$ cat config.mk
export PLATFORM = sky130hd
export DESIGN_NAME = cset_segment_set
export DESIGN_NICKNAME = d
export VERILOG_FILES = /design/src/rtl/cset_pkg.sv /design/src/rtl/cset_tag_match.sv /design/src/rtl/cset_recency.sv /design/src/rtl/cset_space_plan.sv /design/src/rtl/cset_segment_set.sv
export SDC_FILE = /design/constraint.sdc
export NUM_CORES = 1
export LEC_CHECK = 0
export ABC_AREA = 1
export BUFFER_PORTS_ARGS = -buffer_cell sky130_fd_sc_hd__buf_2
export CAP_MARGIN = 20
export CORE_ASPECT_RATIO = 1.2
export CORE_MARGIN = 2
export CORE_UTILIZATION = 65
export DETAILED_ROUTE_END_ITERATION = 12
export PLACE_DENSITY = 0.83
export REMOVE_ABC_BUFFERS = 1
export SLEW_MARGIN = 25
export SYNTH_ARGS = -nofsm -noshare
export SYNTH_HDL_FRONTEND = slang
export SYNTH_SLANG_ARGS = --single-unit
export TNS_END_PERCENT = 1
$ cat constraint.sdc
create_clock -name clk -period 19.5 [get_ports clk]
set_clock_uncertainty 0.2 [all_clocks]
set_input_delay 0 -clock clk [delete_from_list [all_inputs] [get_ports clk]]
set_output_delay 0 -clock clk [all_outputs]
set_load 0.01 [all_outputs]
$ cat src/rtl/cset_pkg.sv
package cset_pkg;
   typedef enum logic [1:0] {
      KIND_TAG_MISS    = 2'd0,
      KIND_DATA_ABSENT = 2'd1,
      KIND_HIT         = 2'd2
   } look_kind_e;
endpackage

$ cat src/rtl/cset_tag_match.sv
module cset_tag_match #(
   parameter int WAYS  = 4,
   parameter int TAG_W = 20,
   localparam int IDX_W = $clog2(WAYS)
) (
   input  logic [WAYS-1:0]       valid,
   input  logic [WAYS*TAG_W-1:0] tags,
   input  logic [TAG_W-1:0]      key,
   output logic                  any,
   output logic [IDX_W-1:0]      idx
);
   logic [WAYS-1:0] hit_vec;

   for (genvar w = 0; w < WAYS; w++) begin : g_cmp
      assign hit_vec[w] = valid[w] && (tags[w*TAG_W +: TAG_W] == key);
   end

   always_comb begin
      idx = '0;
      for (int w = WAYS-1; w >= 0; w--) begin
         if (hit_vec[w]) idx = IDX_W'(w);
      end
   end

   assign any = |hit_vec;
endmodule

$ cat src/rtl/cset_recency.sv
module cset_recency #(
   parameter int WAYS = 4,
   localparam int IDX_W = $clog2(WAYS)
) (
   input  logic                  clk,
   input  logic                  rst_n,
   input  logic                  touch,
   input  logic [IDX_W-1:0]      touch_idx,
   output logic [WAYS*IDX_W-1:0] pos_flat,
   output logic [WAYS*IDX_W-1:0] owner_flat
);
   logic [IDX_W-1:0] touched_pos;

   assign touched_pos = pos_flat[touch_idx*IDX_W +: IDX_W];

   for (genvar w = 0; w < WAYS; w++) begin : g_pos
      logic [IDX_W-1:0] pos_r;
      always_ff @(posedge clk or negedge rst_n) begin
         if (!rst_n) begin
            pos_r <= IDX_W'(w);
         end else if (touch) begin
            if (touch_idx == IDX_W'(w))
               pos_r <= '0;
            else if (pos_r < touched_pos)
               pos_r <= pos_r + 1'b1;
         end
      end
      assign pos_flat[w*IDX_W +: IDX_W] = pos_r;
   end

   always_comb begin
      owner_flat = '0;
      for (int d = 0; d < WAYS; d++) begin
         for (int w = 0; w < WAYS; w++) begin
            if (pos_flat[w*IDX_W +: IDX_W] == IDX_W'(d))
               owner_flat[d*IDX_W +: IDX_W] = IDX_W'(w);
         end
      end
   end
endmodule

$ cat src/rtl/cset_space_plan.sv
module cset_space_plan #(
   parameter int WAYS = 4,
   parameter int SEGS = 16,
   parameter int SZ_W = 4,
   localparam int IDX_W = $clog2(WAYS)
) (
   input  logic [WAYS-1:0]       resident,
   input  logic [WAYS*SZ_W-1:0]  size_flat,
   input  logic [WAYS*IDX_W-1:0] owner_flat,
   input  logic [IDX_W-1:0]      target,
   input  logic [SZ_W-1:0]       new_size,
   output logic [WAYS-1:0]       evict
);
   int               acc;
   logic [IDX_W-1:0] who;

   always_comb begin
      acc   = 0;
      evict = '0;
      who   = '0;
      for (int w = 0; w < WAYS; w++) begin
         if (resident[w] && (IDX_W'(w) != target))
            acc = acc + int'(size_flat[w*SZ_W +: SZ_W]);
      end
      // walk from the least recent depth towards the most recent
      for (int d = WAYS-1; d >= 0; d--) begin
         who = owner_flat[d*IDX_W +: IDX_W];
         if ((who != target) && resident[who] && (acc + int'(new_size) > SEGS)) begin
            evict[who] = 1'b1;
            acc = acc - int'(size_flat[who*SZ_W +: SZ_W]);
         end
      end
   end
endmodule

$ cat src/rtl/cset_segment_set.sv
module cset_segment_set
   import cset_pkg::*;
#(
   parameter int TAG_W      = 20,
   parameter int PERM_W     = 2,
   parameter int WAYS       = 4,
   parameter int LINE_BYTES = 64,
   parameter int SEG_BYTES  = 8,
   parameter int DATA_LINES = 2,
   localparam int LINE_SEGS = LINE_BYTES / SEG_BYTES,
   localparam int SEGS      = DATA_LINES * LINE_SEGS,
   localparam int SZ_W      = $clog2(LINE_SEGS) + 1,
   localparam int IDX_W     = $clog2(WAYS),
   localparam int USE_W     = $clog2(SEGS + 1)
) (
   input  logic              clk,
   input  logic              rst_n,
   input  logic              req_valid,
   input  logic              req_fill,
   input  logic [TAG_W-1:0]  req_tag,
   input  logic              req_cmp,
   input  logic [SZ_W-1:0]   req_size,
   input  logic [PERM_W-1:0] req_perm,
   output logic              rsp_valid,
   output logic [1:0]        rsp_kind,
   output logic [IDX_W-1:0]  rsp_depth,
   output logic              rsp_cmp,
   output logic [SZ_W-1:0]   rsp_size,
   output logic [PERM_W-1:0] rsp_perm,
   output logic [USE_W-1:0]  seg_used
);
   // elaboration-time parameter checks
   if (WAYS < 2 || (1 << IDX_W) != WAYS) begin : g_bad_ways
      $error("WAYS must be a power of two of at least 2");
   end
   if (SEG_BYTES < 1 || (LINE_BYTES % SEG_BYTES) != 0) begin : g_bad_seg
      $error("LINE_BYTES must be a whole number of segments");
   end
   if (DATA_LINES < 1 || DATA_LINES > WAYS) begin : g_bad_lines
      $error("DATA_LINES must lie between 1 and WAYS");
   end

   logic [WAYS-1:0]        valid_q, res_q, cmp_q;
   logic [WAYS*TAG_W-1:0]  tag_flat;
   logic [WAYS*SZ_W-1:0]   size_flat;
   logic [WAYS*PERM_W-1:0] perm_flat;
   logic [WAYS*IDX_W-1:0]  pos_flat, owner_flat;
   logic [WAYS-1:0]        evict;

   logic             match_any;
   logic [IDX_W-1:0] match_idx;
   logic             free_any;
   logic [IDX_W-1:0] free_idx;
   logic [IDX_W-1:0] target_idx;
   logic             do_fill, touch;
   logic             size_ok;
   logic             new_cmp;
   logic [SZ_W-1:0]  new_size;
   look_kind_e       kind_now;

   cset_tag_match #(.WAYS(WAYS), .TAG_W(TAG_W)) u_match (
      .valid (valid_q),
      .tags  (tag_flat),
      .key   (req_tag),
      .any   (match_any),
      .idx   (match_idx)
   );

   always_comb begin
      free_idx = '0;
      for (int w = WAYS-1; w >= 0; w--) begin
         if (!valid_q[w]) free_idx = IDX_W'(w);
      end
   end
   assign free_any = ~&valid_q;

   assign target_idx = match_any ? match_idx :
                       free_any  ? free_idx  :
                                   owner_flat[(WAYS-1)*IDX_W +: IDX_W];

   // size sanitising: only a compressed line shorter than a full line keeps its size
   assign size_ok  = req_cmp && (req_size != '0) && (req_size < SZ_W'(LINE_SEGS));
   assign new_cmp  = size_ok;
   assign new_size = size_ok ? req_size : SZ_W'(LINE_SEGS);

   assign do_fill = req_valid && req_fill;
   assign touch   = req_valid && (req_fill || match_any);

   cset_recency #(.WAYS(WAYS)) u_recency (
      .clk        (clk),
      .rst_n      (rst_n),
      .touch      (touch),
      .touch_idx  (req_fill ? target_idx : match_idx),
      .pos_flat   (pos_flat),
      .owner_flat (owner_flat)
   );

   cset_space_plan #(.WAYS(WAYS), .SEGS(SEGS), .SZ_W(SZ_W)) u_plan (
      .resident   (res_q),
      .size_flat  (size_flat),
      .owner_flat (owner_flat),
      .target     (target_idx),
      .new_size   (new_size),
      .evict      (evict)
   );

   for (genvar w = 0; w < WAYS; w++) begin : g_entry
      logic              v_r, r_r, c_r;
      logic [TAG_W-1:0]  t_r;
      logic [SZ_W-1:0]   s_r;
      logic [PERM_W-1:0] p_r;

      always_ff @(posedge clk or negedge rst_n) begin
         if (!rst_n) begin
            v_r <= 1'b0;
            r_r <= 1'b0;
            c_r <= 1'b0;
            t_r <= '0;
            s_r <= '0;
            p_r <= '0;
         end else if (do_fill) begin
            if (target_idx == IDX_W'(w)) begin
               v_r <= 1'b1;
               r_r <= 1'b1;
               c_r <= new_cmp;
               t_r <= req_tag;
               s_r <= new_size;
               p_r <= req_perm;
            end else if (evict[w]) begin
               r_r <= 1'b0;
            end
         end
      end

      assign valid_q[w]                   = v_r;
      assign res_q[w]                     = r_r;
      assign cmp_q[w]                     = c_r;
      assign tag_flat[w*TAG_W +: TAG_W]   = t_r;
      assign size_flat[w*SZ_W +: SZ_W]    = s_r;
      assign perm_flat[w*PERM_W +: PERM_W] = p_r;
   end

   always_comb begin
      if (!match_any)          kind_now = KIND_TAG_MISS;
      else if (res_q[match_idx]) kind_now = KIND_HIT;
      else                     kind_now = KIND_DATA_ABSENT;
   end

   always_ff @(posedge clk or negedge rst_n) begin
      if (!rst_n) begin
         rsp_valid <= 1'b0;
         rsp_kind  <= KIND_TAG_MISS;
         rsp_depth <= '0;
         rsp_cmp   <= 1'b0;
         rsp_size  <= '0;
         rsp_perm  <= '0;
      end else begin
         rsp_valid <= req_valid;
         if (req_valid) begin
            rsp_kind  <= kind_now;
            rsp_depth <= match_any ? pos_flat[match_idx*IDX_W +: IDX_W] : '0;
            if (req_fill) begin
               rsp_cmp  <= new_cmp;
               rsp_size <= new_size;
               rsp_perm <= req_perm;
            end else if (match_any) begin
               rsp_cmp  <= cmp_q[match_idx];
               rsp_size <= size_flat[match_idx*SZ_W +: SZ_W];
               rsp_perm <= perm_flat[match_idx*PERM_W +: PERM_W];
            end else begin
               rsp_cmp  <= 1'b0;
               rsp_size <= '0;
               rsp_perm <= '0;
            end
         end
      end
   end

   always_comb begin
      int acc;
      acc = 0;
      for (int w = 0; w < WAYS; w++) begin
         if (res_q[w]) acc = acc + int'(size_flat[w*SZ_W +: SZ_W]);
      end
      seg_used = USE_W'(acc);
   end
endmodule

==> results of run 1 <==
==> registers in the layout, indices dropped and copies added (netlist names) <==
name and cells:
g_entry.t_r 80, g_entry.s_r 16, g_entry.p_r 8, u_recency.g_pos.pos_r 8, g_entry.c_r 4, g_entry.r_r 4
g_entry.v_r 4, rsp_size 4, rsp_depth 2, rsp_kind 2, rsp_perm 2, rsp_cmp 1
rsp_valid 1
==> layout make-up <==
class	count	share of cell area (%)
sequential	136	25.3
clock inverter	14	1.11
multi-input combinational	1407	55.8
inverter	269	7.51
tap	224	2.08
timing repair buffer	87	4.99
clock buffer	18	3.19
==> cell usage after synthesis (11+ instances only) <==
| cell type | n | share of area, % |
|---|---|---|
| fa_1 | 13 | 2.1 |
| nand2_4 | 11 | 1.0 |
| ha_1 | 70 | 7.2 |
| nand2_2 | 23 | 1.2 |
| nor2_1 | 150 | 4.6 |
| nor2_2 | 14 | 0.72 |
| xnor2_1 | 21 | 1.5 |
| xor2_1 | 16 | 1.2 |
| nor3_1 | 14 | 0.58 |
| clkbuf_1 | 25 | 0.77 |
| dfrtp_1 | 132 | 27 |
| inv_1 | 231 | 7.1 |
| o21ai_0 | 175 | 7.2 |
| nand2_1 | 616 | 19 |
| inv_2 | 32 | 0.99 |
| nand4_1 | 26 | 1.3 |
| o22ai_1 | 17 | 0.87 |
| nand3_1 | 89 | 3.7 |
| a21oi_1 | 44 | 1.8 |
| buf_4 | 15 | 0.92 |
==> cell families after synthesis <==
family | share of synthesized area [%]
AOI/OAI and AO/OA | 14.4
xor gates and xnor gates | 2.66
adders and majority gates | 9.33
buffers and inverters | 10.4
DFF | 28.0
and+or+nand+nor | 35.3
==> how the worst max path moves through the flow <==
stage / start / endpoint / slack [ns]
final: g_entry[2].t_r[19]$_DFFE_PN0P_ / g_entry[3].r_r$_DFFE_PN0P_ / 6.02
after global placement: g_entry[2].t_r[19]$_DFFE_PN0P_ / g_entry[1].r_r$_DFFE_PN0P_ / 6.64
after global routing: req_tag[15] / g_entry[3].r_r$_DFFE_PN0P_ / 4.63
after CTS: g_entry[2].t_r[19]$_DFFE_PN0P_ / g_entry[3].r_r$_DFFE_PN0P_ / 6.12
after floorplan: u_recency.g_pos[3].pos_r[1]$_DFFE_PN1P_ / g_entry[2].r_r$_DFFE_PN0P_ / 7.98
after detailed placement: g_entry[2].t_r[19]$_DFFE_PN0P_ / g_entry[1].r_r$_DFFE_PN0P_ / 6.22
==> layer usage <==
| metal | up-vias | global-route usage, % | share of wire, % |
|---|---|---|---|
| li1 | 6078 | - | - |
| met1 | 5872 | 41.7 | 35 |
| met2 | 571 | 70.5 | 50 |
| met3 | 217 | 5.39 | 6.1 |
| met4 | 0 | 29.5 | 8.9 |
| met5 | - | 0 | 0 |
==> stage by stage <==
step | hold WS [ns] | utilization (%) | instance area (µm²) | cells
5_1_grt | 0.148 | 73.9 | 13500 | 2155
6_report | 0.150 | 73.9 | 13500 | 2155
2_1_floorplan | -0.496 | - | 11900 | 1812
3_5_place_dp | -0.159 | 68.7 | 12500 | 2090
3_3_place_gp | -0.155 | 68.6 | 12500 | 2089
4_1_cts | 0.0936 | 73.8 | 13500 | 2154
==> results.cfg, run 1 <==
[placement]
place_hpwl_um = 28600
gp_congestion = 1.03
post-place-ws_ns = 6.22
port_buffers = 47

[setup_path]
r2r_cells = 81
reg2reg_setup_slack_ns = 6.02
cp_slowest_cell = o21ai_0
path_depth = 81
reg2reg_from = g_entry[2].t_r[19]$_DFFE_PN0P_
max_stage_delay_ns = 0.63
crit_family = simple AND/OR/NAND/NOR gates
r2r_end = g_entry[3].r_r$_DFFE_PN0P_
cp.arrival_ns = 13.64
critPathMaxFanout = 26
crit_top_cell = nand2_1
crit_required_ns = 19.66
cp-end-kind = flip-flop
cp_num_buf_inv = 11
critPathKind = reg -> reg
startpoint_type = flip-flop

[routing]
routed_wl_um = 37800
drt_iter0_drc = 1006
vias_per_cell = 5.91
avgRoutedWirePerCell_um = 17.5
drc_errors = 0
vias = 12700
first_pass_iters = 7
detail-route-antenna-nets = 0

[logic_synthesis]
avgSynthCellArea_um2 = 6.55
synth-seq-area-share_pct = 28.0
yosys_warnings = 0
synth-seq-cells = 136
syn_inst = 1860
synth-edff-count = 0
syn_area_um2 = 12200
synth_ff_type = dfrtp_1
synth-async-reset-ratio_pct = 100
ys_types = 58

[global_route]
grt.overflow.total = 0
antenna_found_initial = 0
grt_max_degree = 69
grt_pass1_wl_um = 61500
grt_pass1_vias = 12700
track_usage_pct = 39.5

[cells_and_area]
layout_common_cells = nand2_1, inv_1, o21ai_0, nor2_1, dfrtp_1
final_common_cell = nand2_1
seqCellArea_um2 = 3410
multi_input_area_um2 = 7520
n_fill_cell = 1540
syn_to_final_growth_pct = 10.7
drive_gt1_share_pct = 10.6
final_nets = 2032
antennaDiodeCount = 0

[floorplanning]
die_area_um2 = 19800
initial_core_util_pct = 66.7
rows = 54
io_pins = 48
core_area_um2 = 18200
die_h_um = 154
die_w_um = 129

[sta]
worstMarginPinSlew_ns = 0.924
slew_headroom_pct = 38.4
fin_tns_setup_ns = 0
period_share_pct = 69.1
rsz0062_at_grt = false
post-route-min-period_ns = 13.48
fmax_mhz = 74.2
hold_viol_final = 0
fin_ws_ns = 6.02
finalSetupViolCount = 0
drv_slew = 0

[cts]
clockRootBuffer = clkbuf_16
cts-resized-gates = 0
cts_buffers = 17
cts_hold_buf = 32
cts_setup_buffers = 0
htree_levels = 4
cts_tree = yes
clock_sinks = 136
clk_path_buf_depth = 2
clkTransAtPathRegs_ns = 0.07
clock_latency_ns = 0.43

[worst_hold_path]
whs_path_depth = 2
hp-start = req_valid
hold_end = rsp_valid$_DFF_PN0_
hold_class = in -> reg

[run]
maxCapViolations = 0

[status]
status = finished, final reports clean
Power of run 1 is not shown: default switching activity piles up to over one toggle a cycle in this logic, so the estimate is an artifact.
==> run 2: changes to the inputs <==
Settings changed: CORE_UTILIZATION 65 to 58, PLACE_DENSITY 0.83 to 0.79.
Clock period 19.5 ns to 10.9 ns, I/O delays scaled along.
==> run 2 against run 1 <==
Routed wire length is 12% higher. Core utilization is 1.4 points higher. Non-clock buffer count is 216 higher. Largest cell class unchanged. The run now ends with negative setup slack left. Clock-buffer cell count is 1 higher. Critical path depth stayed put. Flip-flop and latch count stayed put. Global-route usage is 1.0 points lower. Final area is 16% higher.
==> results.cfg, run 2 (synthesis results as in run 1) <==
[routing]
avgRoutedWirePerCell_um = 17.5
routed_wl_um = 42400
vias_per_cell = 5.70
detail-route-antenna-nets = 0
met1_length_um = 14600
wl_met3_um = 2400
drt_iter0_drc = 1090
vias = 13800
wl_met2_um = 21400
drc_errors = 0
highest_layer = met4
first_pass_iters = 8

[setup_path]
critPathKind = reg -> reg
startpoint_type = flip-flop
crit_top_cell = nand2_1
cp_slowest_cell = fa_2
critPathMaxFanout = 7
crit_required_ns = 11.07
max_stage_delay_ns = 0.39
crit_start = g_entry[2].t_r[16]$_DFFE_PN0P_
reg2reg_from = g_entry[2].t_r[16]$_DFFE_PN0P_
cp-end-kind = flip-flop
cp.arrival_ns = 11.07

[cells_and_area]
antennaDiodeCount = 0
syn_to_final_growth_pct = 28.2
largest_reg_flops = 80
layout_common_cells = nand2_1, buf_4, inv_1, o21ai_0, dfrtp_1
final_common_cell = nand2_1
n_fill_cell = 1609
reg_top3 = g_entry.t_r: 80 flops, g_entry.s_r: 16 flops
largest-register = g_entry.t_r
final_nets = 2248
drive_gt1_share_pct = 24.6

[floorplanning]
die_area_um2 = 22200
core_area_um2 = 20800
rows = 58
die_h_um = 163
die_w_um = 136
io_pins = 48
initial_core_util_pct = 58.7

[cts]
clockRootBuffer = clkbuf_16
clock_sinks = 136
clkTransAtPathRegs_ns = 0.06
htree_levels = 4
cts_buffers = 17
cts_tree = yes
clk_path_buf_depth = 2
clock_latency_ns = 0.44

[placement]
place_hpwl_um = 31200
gp_congestion = 1.12
post-place-ws_ns = -0.889
port_buffers = 47

[sta]
rsz0062_at_grt = true
drv_slew = 0
fin_ws_ns = -0.00301
post-route-min-period_ns = 10.90
hold_viol_final = 0
finalSetupViolCount = 1
period_share_pct = 100
slew_headroom_pct = 38.0
worstMarginPinSlew_ns = 0.929
fmax_mhz = 91.7

[global_route]
grt_pass1_vias = 13600
track_usage_pct = 38.5
antenna_found_initial = 0
grt_pass1_wl_um = 66100
grt_max_degree = 75
grt.overflow.total = 0

[worst_hold_path]
hp-start = req_valid
hold_class = in -> reg

[status]
violations = negative setup slack
status = finished, violations left

[run]
maxCapViolations = 0
-- run 2: final cells by class --
cell class	count	area (µm²)	share of cell area (%)
inverter	269	1010	6.48
sequential	136	3410	21.8
timing repair buffer	303	2280	14.6
clock buffer	19	433	2.77
multi-input combinational	1407	8000	51.2
clock inverter	13	145	0.929
tap	270	338	2.16
-- run 2: worst paths after layout --
check	cells after the start	end	slack [ns]
max	81	g_entry[2].r_r$_DFFE_PN0P_	-0.003
min	2	rsp_valid$_DFF_PN0_	0.1
max reg2reg	81	g_entry[2].r_r$_DFFE_PN0P_	-0.003
min reg2reg	2	g_entry[3].p_r[1]$_DFFE_PN0P_	0.29
max in group asynchronous	4	g_entry[1].p_r[0]$_DFFE_PN0P_	9.37
min in group asynchronous	4	g_entry[2].t_r[2]$_DFFE_PN0P_	0.48
-- run 2: metal layers --
layer	global-route usage, %	up-vias
met5	0	-
met4	32.0	0
met3	5.48	268
met2	69.2	653
met1	38.9	6345
li1	-	6509
-- run 2: stage by stage --
stage / setup TNS (ns) / area (µm²) / cells / hold WS (ns) / utilization (%)
after global routing: -2.83 / 15600 / 2417 / 0.111 / 75.2
after floorplan: -2.49 / 11900 / 1812 / -0.496 / -
after CTS: 0 / 15200 / 2401 / 0.101 / 73.3
after detailed placement: -3.53 / 14000 / 2331 / -0.169 / 67.7
after global placement: -2.07 / 14000 / 2331 / -0.169 / 67.7
final: -0.00301 / 15600 / 2417 / 0.0985 / 75.2
-- run 2: worst max-delay path: cells and delay by family (launching register included) --
kind            cells  cell delay [ns]
compound gates     10             1.33
flops               1             0.35
fa+ha+maj          11             3.15
xor+xnor            3             0.47
simple gates       48             4.75
buf+inv             9             0.56
-- run 2: what timing repair did --
item	CTS	global route
hold endpoints to repair	168	0
hold buffers	33	0
pin swaps	17	79
resized for setup	69	83
buffers inserted	5	16
endpoints found under the setup margin	4	4
Power of run 2 is left out for the same reason.
